<file path="src/rtl/evt_port_pkg.sv">
package evt_port_pkg;
  localparam int ADR_PEND  = 0;  // read: pending, write: acknowledge
  localparam int ADR_MODE  = 1;  // delivery mode per channel
  localparam int ADR_OVR   = 2;  // overrun, write-one-to-clear
  localparam int ADR_VAL0  = 4;  // first value register

  typedef enum logic {
    DLV_POLL = 1'b0,
    DLV_IRQ  = 1'b1
  } dlv_mode_e;
endpackage

</file>
<file path="src/rtl/evt_port_slot.sv">
module evt_port_slot #(
  parameter int DATA_W = 8
) (
  input  logic              clk,
  input  logic              rst_n,
  input  logic              strobe,
  input  logic [DATA_W-1:0] data,
  input  logic              ack,
  input  logic              ovr_clr,
  output logic              pend,
  output logic              ovr,
  output logic [DATA_W-1:0] value
);
  logic pend_d, ovr_d, val_en;

  always_comb begin
    pend_d = strobe | (pend & ~ack);
    ovr_d  = (strobe & pend & ~ack) | (ovr & ~ovr_clr);
    val_en = strobe;
  end

  always_ff @(posedge clk or negedge rst_n) begin
    if (!rst_n) begin
      pend  <= 1'b0;
      ovr   <= 1'b0;
      value <= '0;
    end else begin
      pend <= pend_d;
      ovr  <= ovr_d;
      if (val_en) value <= data;
    end
  end

  AST_STROBE_SETS: assert property (@(posedge clk) disable iff (!rst_n)
    strobe |=> pend && value == $past(data));
  AST_HOLD_NO_ACK: assert property (@(posedge clk) disable iff (!rst_n)
    (pend && !ack) |=> pend);
  AST_ACK_CLEARS: assert property (@(posedge clk) disable iff (!rst_n)
    (ack && !strobe) |=> !pend);
  AST_ACK_RACE: assert property (@(posedge clk) disable iff (!rst_n)
    (ack && strobe && !ovr && !ovr_clr) |=> pend && !ovr);
  AST_OVERRUN: assert property (@(posedge clk) disable iff (!rst_n)
    (strobe && pend && !ack) |=> ovr);
  AST_VALUE_QUIET: assert property (@(posedge clk) disable iff (!rst_n)
    !strobe |=> $stable(value));
endmodule

</file>
<file path="src/rtl/evt_port_irq.sv">
module evt_port_irq #(
  parameter int NUM_EV   = 4,
  parameter int VEC_W    = 8,
  parameter int VEC_BASE = 32
) (
  input  logic              clk,
  input  logic              rst_n,
  input  logic [NUM_EV-1:0] pend,
  input  logic [NUM_EV-1:0] mode,
  output logic              irq,
  output logic [VEC_W-1:0]  irq_vec
);
  localparam int IDX_W = (NUM_EV > 1) ? $clog2(NUM_EV) : 1;

  logic [NUM_EV-1:0] req;
  logic [IDX_W-1:0]  win_idx;
  logic              any_req;

  always_comb begin
    req     = pend & mode;
    any_req = 1'b0;
    win_idx = '0;
    for (int i = NUM_EV - 1; i >= 0; i--) begin
      if (req[i]) begin
        any_req = 1'b1;
        win_idx = IDX_W'(i);
      end
    end
    irq     = any_req;
    irq_vec = any_req ? VEC_W'(VEC_BASE + int'(win_idx)) : '0;
  end

  AST_IRQ_SOURCE: assert property (@(posedge clk) disable iff (!rst_n)
    irq |-> (pend[win_idx] && mode[win_idx]));
  AST_VEC_IDLE: assert property (@(posedge clk) disable iff (!rst_n)
    !irq |-> irq_vec == '0);
endmodule

</file>
<file path="src/rtl/evt_poll_port.sv">
module evt_poll_port
  import evt_port_pkg::*;
#(
  parameter int NUM_EV   = 4,
  parameter int DATA_W   = 8,
  parameter int ADDR_W   = 4,
  parameter int VEC_W    = 8,
  parameter int VEC_BASE = 32
) (
  input  logic                     clk,
  input  logic                     rst_n,
  input  logic [NUM_EV-1:0]        ev_strobe,
  input  logic [NUM_EV*DATA_W-1:0] ev_data,
  input  logic [ADDR_W-1:0]        bus_addr,
  input  logic                     bus_wr,
  input  logic                     bus_rd,
  input  logic [DATA_W-1:0]        bus_wdata,
  output logic [DATA_W-1:0]        rd_data,
  output logic                     irq,
  output logic [VEC_W-1:0]         irq_vec
);
  // Reset: asynchronous assert, synchronous release.
  logic [1:0] rst_sync;
  logic       rst_q_n;

  always_ff @(posedge clk or negedge rst_n) begin
    if (!rst_n) rst_sync <= 2'b00;
    else        rst_sync <= {rst_sync[0], 1'b1};
  end
  assign rst_q_n = rst_sync[1];

  logic [NUM_EV-1:0] pend, ovr, ack_vec, clr_vec;
  logic [NUM_EV-1:0] mode_q, mode_d;
  logic              mode_en;
  logic [DATA_W-1:0] value [NUM_EV];
  logic [DATA_W-1:0] rd_mux, rd_d;

  always_comb begin
    ack_vec = '0;
    clr_vec = '0;
    mode_en = 1'b0;
    mode_d  = mode_q;
    if (bus_wr) begin
      if (bus_addr == ADDR_W'(ADR_PEND)) ack_vec = bus_wdata[NUM_EV-1:0];
      if (bus_addr == ADDR_W'(ADR_OVR))  clr_vec = bus_wdata[NUM_EV-1:0];
      if (bus_addr == ADDR_W'(ADR_MODE)) begin
        mode_en = 1'b1;
        mode_d  = bus_wdata[NUM_EV-1:0];
      end
    end
  end

  for (genvar g = 0; g < NUM_EV; g++) begin : g_slot
    evt_port_slot #(.DATA_W(DATA_W)) u_slot (
      .clk    (clk),
      .rst_n  (rst_q_n),
      .strobe (ev_strobe[g]),
      .data   (ev_data[g*DATA_W +: DATA_W]),
      .ack    (ack_vec[g]),
      .ovr_clr(clr_vec[g]),
      .pend   (pend[g]),
      .ovr    (ovr[g]),
      .value  (value[g])
    );
  end

  always_comb begin
    rd_mux = '0;
    if (bus_addr == ADDR_W'(ADR_PEND)) rd_mux = DATA_W'(pend);
    if (bus_addr == ADDR_W'(ADR_MODE)) rd_mux = DATA_W'(mode_q);
    if (bus_addr == ADDR_W'(ADR_OVR))  rd_mux = DATA_W'(ovr);
    for (int i = 0; i < NUM_EV; i++) begin
      if (bus_addr == ADDR_W'(ADR_VAL0 + i)) rd_mux = value[i];
    end
    rd_d = bus_rd ? rd_mux : rd_data;
  end

  always_ff @(posedge clk or negedge rst_q_n) begin
    if (!rst_q_n) begin
      mode_q  <= '0;
      rd_data <= '0;
    end else begin
      if (mode_en) mode_q <= mode_d;
      rd_data <= rd_d;
    end
  end

  evt_port_irq #(
    .NUM_EV  (NUM_EV),
    .VEC_W   (VEC_W),
    .VEC_BASE(VEC_BASE)
  ) u_irq (
    .clk    (clk),
    .rst_n  (rst_q_n),
    .pend   (pend),
    .mode   (mode_q),
    .irq    (irq),
    .irq_vec(irq_vec)
  );

  AST_READ_QUIET: assert property (@(posedge clk) disable iff (!rst_q_n)
    (bus_rd && !bus_wr && ev_strobe == '0) |=> $stable(pend) && $stable(ovr));
  AST_MODE_HOLD: assert property (@(posedge clk) disable iff (!rst_q_n)
    !bus_wr |=> $stable(mode_q));
  AST_OVR_STICKY: assert property (@(posedge clk) disable iff (!rst_q_n)
    (ovr != '0 && !bus_wr) |=> $countones(ovr) >= $countones($past(ovr)));
endmodule

</file>
<file path="config.mk">
export PLATFORM = sky130hd
export DESIGN_NAME = evt_poll_port
export DESIGN_NICKNAME = d
export VERILOG_FILES = /design/src/rtl/evt_port_pkg.sv /design/src/rtl/evt_port_slot.sv /design/src/rtl/evt_port_irq.sv /design/src/rtl/evt_poll_port.sv
export SDC_FILE = /design/constraint.sdc
export NUM_CORES = 1
export LEC_CHECK = 0
export ABC_AREA = 1
export BUFFER_PORTS_ARGS = -buffer_cell sky130_fd_sc_hd__clkbuf_2
export CORE_ASPECT_RATIO = 0.5
export CORE_MARGIN = 8
export CORE_UTILIZATION = 58
export CTS_BUF_LIST = sky130_fd_sc_hd__clkbuf_4 sky130_fd_sc_hd__clkbuf_8
export DETAILED_ROUTE_END_ITERATION = 7
export PLACE_DENSITY = 0.87
export SLEW_MARGIN = 20
export SYNTH_ARGS = -nofsm -noshare
export SYNTH_HDL_FRONTEND = slang
export SYNTH_SLANG_ARGS = --single-unit
</file>
<file path="constraint.sdc">
create_clock -name clk -period 4.5 [get_ports clk]
set_input_delay 0.9 -clock clk [delete_from_list [all_inputs] [get_ports clk]]
set_output_delay 0.9 -clock clk [all_outputs]
set_load 0.01 [all_outputs]
</file>
==> results of run 1 <==
-- power by group through the flow --
stage / clock network [mW] / logic [mW] / registers [mW]
2_1_floorplan: 0 / 0.105 / 0.567
3_3_place_gp: 0 / 0.150 / 0.570
3_5_place_dp: 0 / 0.155 / 0.573
4_1_cts: 0.295 / 0.156 / 0.563
5_1_grt: 0.314 / 0.176 / 0.569
6_report: 0.289 / 0.155 / 0.563
-- worst reg2reg max path: stages (launching register included) --
cell	delay, ns
dfrtp_1	0.44
nand3_1	0.10
nand2_1	0.06
nor2_1	0.12
nand4_1	0.09
nand2_1	0.08
nand2_1	0.05
-- state kept, by name, indices dropped and copies added, names as in the netlist --
name	count
g_slot.u_slot.value	32
mode_q	4
g_slot.u_slot.pend	4
g_slot.u_slot.ovr	4
rd_data	8
rst_sync	2
-- routing by layer --
metal	vias to the layer above	GRT usage, %	routed length (um)
met3	9	4.06	372
li1	1095	-	-
met1	990	22.2	2590
met2	58	25.2	2580
met4	0	5.44	72
met5	-	0	0
-- path summary, 6_finish.rpt --
kind | from | to | slack, ns | cells after the start
min in group clk | rst_sync[0]$_DFF_PN0_ | rst_sync[1]$_DFF_PN0_ | 0.37 | 0
worst max-delay path | g_slot[2].u_slot.pend$_DFF_PN0_ | irq_vec[0] | 2.40 | 4
max in group asynchronous | rst_sync[1]$_DFF_PN0_ | g_slot[2].u_slot.pend$_DFF_PN0_ | 3.69 | 0
worst max register to register | g_slot[3].u_slot.pend$_DFF_PN0_ | rd_data[3]$_DFFE_PN0P_ | 3.48 | 6
worst min register to register | rst_sync[1]$_DFF_PN0_ | rd_data[6]$_DFFE_PN0P_ | 0.37 | 0
worst min-delay path | rst_n | rst_sync[1]$_DFF_PN0_ | 0.35 | 1
-- logic make-up (layout without fill, tap and decap cells) --
family | after synthesis | after routing
flip-flops | 54 | 54
other | 2 | 6
AO/OA/AOI/OAI | 29 | 29
buffers and inverters | 40 | 93
multiplexers | 4 | 4
AND/OR/NAND/NOR | 189 | 189
-- placed cells by master, fill, tap and decap left out, drive strengths merged --
cell	Yosys	final
a21boi	1	1
nand2	137	137
dfrtp	54	54
clkinvlp	0	1
mux2	4	4
conb	2	6
nand3	16	16
nor3	3	3
o211ai	4	4
nand4	4	4
clkbuf	2	65
o21ai	20	20
nor2	29	29
inv	23	24
o31ai	4	4
clkinv	3	3
-- area by class of cell --
class	count	area share, %
Multi-Input combinational cell	228	35.2
Sequential cell	54	45.6
Tap cell	57	2.40
Inverter	26	3.46
Timing Repair Buffer	59	9.95
Clock buffer	6	2.78
Clock inverter	2	0.548
==> summary.md, run 1 <==
| Metric | Value |
|---|---|
| Routed Antenna Nets | 0 |
| Yosys cell types | 24 |
| Clk pin slew, worst setup/hold paths | 0.10 ns |
| GPL Wtd Cong | 0.808 |
| First-pass GRT wire length | 9.35 mm |
| Post-route total power | 1.01 mW |
| Slew margin rel. | 48.7% |
| Clock Power Share | 28.7% |
| Async S/R FF share, synth | 100% |
| Post-DP HPWL | 4.37 mm |
| DRC viols | 0 |
| GR Util All Layers | 16.5% |
| IO Count | 69 |
| Syn Area/Cell | 8.11 um^2 |
| Root buffer cell | clkbuf_8 |
| Share of layout cells above drive strength 1 | 21.9% |
| VDD IR max | 176 uV |
| Period minus WS final | 2.10 ns |
| # diodes | 0 |
| Max incr delay on CP | 0.42 ns |
| Via count | 2152 |
| Inst Count DP | 424 |
| Via density | 4.98 |
| Crit. End Element | output pin |
| Worst-Margin Slew | 0.767 ns |
| Hold Slack | 0.347 ns |
| # rows | 17 |
| Worst Path Max Fanout | 3 |
| Pwr Density | 339 nW/um^2 |
| Most instantiated cells after synthesis | 135 x nand2_1, 54 x dfrtp_1, 28 x nor2_1, 20 x inv_1, 20 x o21ai_0 |
| Reg power frac | 56.0% |
| Critical path startpoint category | register |
| First drt pass iteration count | 4 |
| Final Net Count | 426 |
| Clk_lat worst skew | 0.31 ns |
| Initial antenna violation count | 0 |
| P_int | 722 uW |
| DIE HEIGHT | 63.2 um |
| Worst Path Required | 3.60 ns |
| Combinational Power Share | 15.4% |
| Number of global-route vias before repair | 2134 |
| Hold crit path type | in -> async |
| Area after DPL | 2870 um^2 |
| Total core area | 4340 um^2 |
| Die area | 6970 um^2 |
| # H-tree levels | 2 |
| Final Util | 68.4% |
| Number of enable flip-flop cells after synthesis | 0 |
| Post-CTS sizing | 0 |
| Commonest register cell after synthesis | dfrtp_1 |
| Register area share after synthesis | 52.4% |
| Post-CTS setup buffer count | 0 |
| CP Cell Sequence | nand2_1, nand3_1, a21boi_0, clkbuf_2 |
| DR WL/cell | 13.0 um |
| Max cap viols | 0 |
| Non-filler cells, final | 432 |
| Starting Density | 59.4% |
| Most common cell in the synthesized netlist | nand2_1 |
| Yosys reg bits | 54 |
| CTS tree | yes |
| Storage cell area | 1360 um^2 |
| Period Utilization, post-route | 46.8% |
| Crit path DAT | 1.20 ns |
| RSZ-0062 raised after global routing | false |
| Port bufs | 59 |
| Syn Inst Count | 318 |
| Cell taking the most area after synthesis | dfrtp_1 |
| # setup viols final | 0 |
| CP delay by family, top | flip-flops |
| DRT Wirelength | 5.61 mm |
| Worst setup margin | 2.40 ns |
| CTS max path bufs | 2 |
| DR iter-0 viols | 109 |
| WS Path Type | reg -> out |
| Worst Skew | 0.00783 ns |
| Post-synthesis compound-gate area fraction | 6.50% |
| Critical path buffers and inverters | 1 |
| CTS sink cnt | 54 |
| Die Width | 110 um |
| GR Overflow Total | 0 |
| Hold Fails Final Rpt | 0 |
| Sw frac | 28.3% |
| Syn-to-layout area delta | 15.1% |
| Net switching power | 284 uW |
| Synth top area cells | dfrtp_1 52%, nand2_1 20%, nor2_1 4.1%, o21ai_0 3.9%, inv_1 2.9% |
| Crit-path slowest cell | dfrtp_1 |
| Place WS | 2.23 ns |
| Mapped Area | 2580 um^2 |
| FMAX | 0.475 GHz |
| Cell area after layout | 2970 um^2 |
| Warnings from Yosys | 0 |
| Filler cell count in the final layout | 356 |
| Max Slew Vio Count | 0 |
| Largest family of logic cells by synthesized area | simple AND/OR/NAND/NOR gates |
| Adder-cell area share of the yosys netlist | 0% |
| Multi-input gate area | 1050 um^2 |
| LEAKAGE | 1.67 nW |
| CTS Buf Count | 5 |
| Status | completed |
| Multiplexer share of the synthesized area | 2.33% |
| Largest net degree at the start of global routing | 53 |
| Post-synthesis simple-gate area fraction | 30.9% |
| Post-CTS Hold Buffers | 0 |
| Top-area cell type share of the netlist area | 52.4% |
| Synth Area in XOR/XNOR | 0% |
| Setup TNS | 0 ns |
(Power assumes the default switching activity.)
==> run 2, diff against run 1 <==
--- a/config.mk
+++ b/config.mk
@@ -9,10 +9,10 @@
 export BUFFER_PORTS_ARGS = -buffer_cell sky130_fd_sc_hd__clkbuf_2
 export CORE_ASPECT_RATIO = 0.5
 export CORE_MARGIN = 8
-export CORE_UTILIZATION = 58
+export CORE_UTILIZATION = 54
 export CTS_BUF_LIST = sky130_fd_sc_hd__clkbuf_4 sky130_fd_sc_hd__clkbuf_8
 export DETAILED_ROUTE_END_ITERATION = 7
-export PLACE_DENSITY = 0.87
+export PLACE_DENSITY = 0.82
 export SLEW_MARGIN = 20
 export SYNTH_ARGS = -nofsm -noshare
 export SYNTH_HDL_FRONTEND = slang
==> constraint.sdc (replaced) <==
create_clock -name clk -period 2.17 [get_ports clk]
set_input_delay 0.434 -clock clk [delete_from_list [all_inputs] [get_ports clk]]
set_output_delay 0.434 -clock clk [all_outputs]
set_load 0.01 [all_outputs]
==> summary.md, run 2 (same netlist as run 1, synthesis figures left out) <==
| Metric | Value |
|---|---|
| Final Net Count | 430 (+0.94%) |
| Hold crit path type | in -> reg |
| DRT Wirelength | 5.80 mm (+3.3%) |
| Number of global-route vias before repair | 2166 (+1.5%) |
| Post-CTS sizing | 0 (unchanged) |
| Via density | 4.91 (-1.3%) |
| P_int | 1.47 mW (+100%) |
| Crit path DAT | 1.20 ns (about the same) |
| Sw frac | 29.0% (+0.76 points) |
| Net switching power | 599 uW (+110%) |
| First-pass GRT wire length | 9.57 mm (+2.4%) |
| DIE HEIGHT | 64.9 um (+2.7%) |
| Pwr Density | 688 nW/um^2 (+100%) |
| Critical path startpoint category | register |
| WS Path Type | reg -> out |
| Clk_lat worst skew | 0.31 ns (about the same) |
| Commonest cells after routing, fill and taps aside | 135 x nand2_1, 59 x clkbuf_2, 53 x dfrtp_1, 28 x nor2_1 |
| VDD IR max | 493 uV (+180%) |
| Worst Skew | 0.00667 ns (-0.00116 ns) |
| Worst Path Required | 1.74 ns (-1.86 ns) |
| Initial antenna violation count | 0 (unchanged) |
| Max cap viols | 0 (unchanged) |
| Worst-Margin Slew | 0.720 ns (-0.0471 ns) |
| Period minus WS final | 1.64 ns |
| # rows | 17 (unchanged) |
| GPL Wtd Cong | 0.845 (+4.6%) |
| Max Slew Vio Count | 0 (unchanged) |
| Period Utilization, post-route | 75.4% |
| # H-tree levels | 2 (unchanged) |
| Largest net degree at the start of global routing | 34 (-36%) |
| Worst setup margin | 0.535 ns (-1.86 ns) |
| Die area | 7380 um^2 (+5.9%) |
| Commonest non-fill, non-tap cell in the layout | nand2_1 |
| Syn-to-layout area delta | 16.4% |
| CTS tree | yes |
| CTS Buf Count | 5 (unchanged) |
| Setup TNS | 0 ns (unchanged) |
| Crit. End Element | output pin |
| Post-CTS setup buffer count | 0 (unchanged) |
| Die Width | 114 um (+3.1%) |
| Port bufs | 59 (unchanged) |
| FMAX | 0.611 GHz |
| CTS sink cnt | 54 (unchanged) |
| Worst Path Max Fanout | 3 (unchanged) |
| DR iter-0 viols | 101 (-7.3%) |
| Flip-flop count of the largest register after layout | 32 (unchanged) |
| Total core area | 4490 um^2 (+3.4%) |
| Largest Register | g_slot.u_slot.value |
| Clk pin slew, worst setup/hold paths | 0.10 ns (about the same) |
| # setup viols final | 0 (unchanged) |
| Routed Antenna Nets | 0 (unchanged) |
| LEAKAGE | 1.68 nW (+0.91%) |
| Status | completed |
| Slew margin rel. | 52.0% (+3.3 points) |
| Starting Density | 57.5% (-2.0 points) |
| RSZ-0062 raised after global routing | false |
| CTS max path bufs | 2 (unchanged) |
| Hold Fails Final Rpt | 0 (unchanged) |
| Place WS | 0.564 ns (-1.67 ns) |
| Via count | 2187 (+1.6%) |
| GR Overflow Total | 0 (unchanged) |
| Root buffer cell | clkbuf_8 |
| # diodes | 0 (unchanged) |
| Post-DP HPWL | 4.62 mm (+5.9%) |
| GR Util All Layers | 16.2% (-0.25 points) |
| Share of layout cells above drive strength 1 | 22.4% (+0.56 points) |
| DR WL/cell | 13.0 um (+0.33%) |
| First drt pass iteration count | 4 (unchanged) |
| DRC viols | 0 (unchanged) |
| Largest regs | g_slot.u_slot.value (32), rd_data (8) |
| Reg power frac | 56.2% (+0.2 points) |
| Combinational Power Share | 16.2% (+0.8 points) |
| Clock Power Share | 27.6% (-1.1 points) |
| IO Count | 69 (unchanged) |
| Post-CTS Hold Buffers | 1 (+1) |
run 2: worst paths after layout:
path / from / to / slack, ns / cells past startpoint
max: g_slot[2].u_slot.pend$_DFF_PN0_ / irq_vec[0] / 0.53 / 4
min: ev_data[24] / g_slot[3].u_slot.value[0]$_DFFE_PN0P_ / 0.31 / 3
max reg2reg: mode_q[3]$_DFFE_PN0P_ / rd_data[3]$_DFFE_PN0P_ / 1.12 / 6
min reg2reg: rst_sync[1]$_DFF_PN0_ / g_slot[3].u_slot.value[5]$_DFFE_PN0P_ / 0.33 / 0
max in group asynchronous: rst_sync[1]$_DFF_PN0_ / g_slot[1].u_slot.value[7]$_DFFE_PN0P_ / 1.20 / 1
min in group asynchronous: rst_sync[1]$_DFF_PN0_ / g_slot[3].u_slot.value[5]$_DFFE_PN0P_ / 0.33 / 0
run 2: critical path, stage by stage (launching register included):
cell and delay [ns]:
dfrtp_1 0.42, nand2_1 0.09, nand3_1 0.06, a21boi_0 0.15, clkbuf_2 0.16
run 2: stage by stage:
stage / cell area, um^2 / instances / power (mW) / hold WS, ns / util [%]
floorplan: 2590 / 322 / 1.39 / 0.138 / -
global placement: 2900 / 436 / 1.50 / 0.220 / 64.7
global route: 3000 / 445 / 2.17 / 0.305 / 66.9
finish: 3000 / 445 / 2.06 / 0.310 / 66.9
CTS: 3000 / 445 / 2.08 / 0.309 / 66.9
detailed placement: 2900 / 436 / 1.52 / 0.221 / 64.7
run 2: final cells by class:
cell class              instances  area, um^2
fillers                       368        1490
multi-input cells             228        1050
repair buffers                 63         328
clock inverters                 3        21.3
clock buffers                   5        68.8
inverters                      26         103
well taps                      66        82.6
flip-flops and latches         54        1350
run 2: per-layer routing:
| layer | global-route usage (%) | part of all wire [%] | vias up |
|---|---|---|---|
| met5 | 0 | 0 | - |
| met4 | 5.59 | 1.4 | 0 |
| met3 | 4.25 | 6.2 | 7 |
| met2 | 26.5 | 46 | 63 |
| met1 | 20.6 | 46 | 1015 |
| li1 | - | - | 1102 |
run 2: power by group through the flow:
stage / sequential (mW) / combinational (mW) / clock [mW]
final: 1.16 / 0.335 / 0.569
after global routing: 1.17 / 0.382 / 0.618
after CTS: 1.16 / 0.339 / 0.579
after detailed placement: 1.18 / 0.337 / 0
after global placement: 1.18 / 0.323 / 0
after floorplan: 1.17 / 0.218 / 0
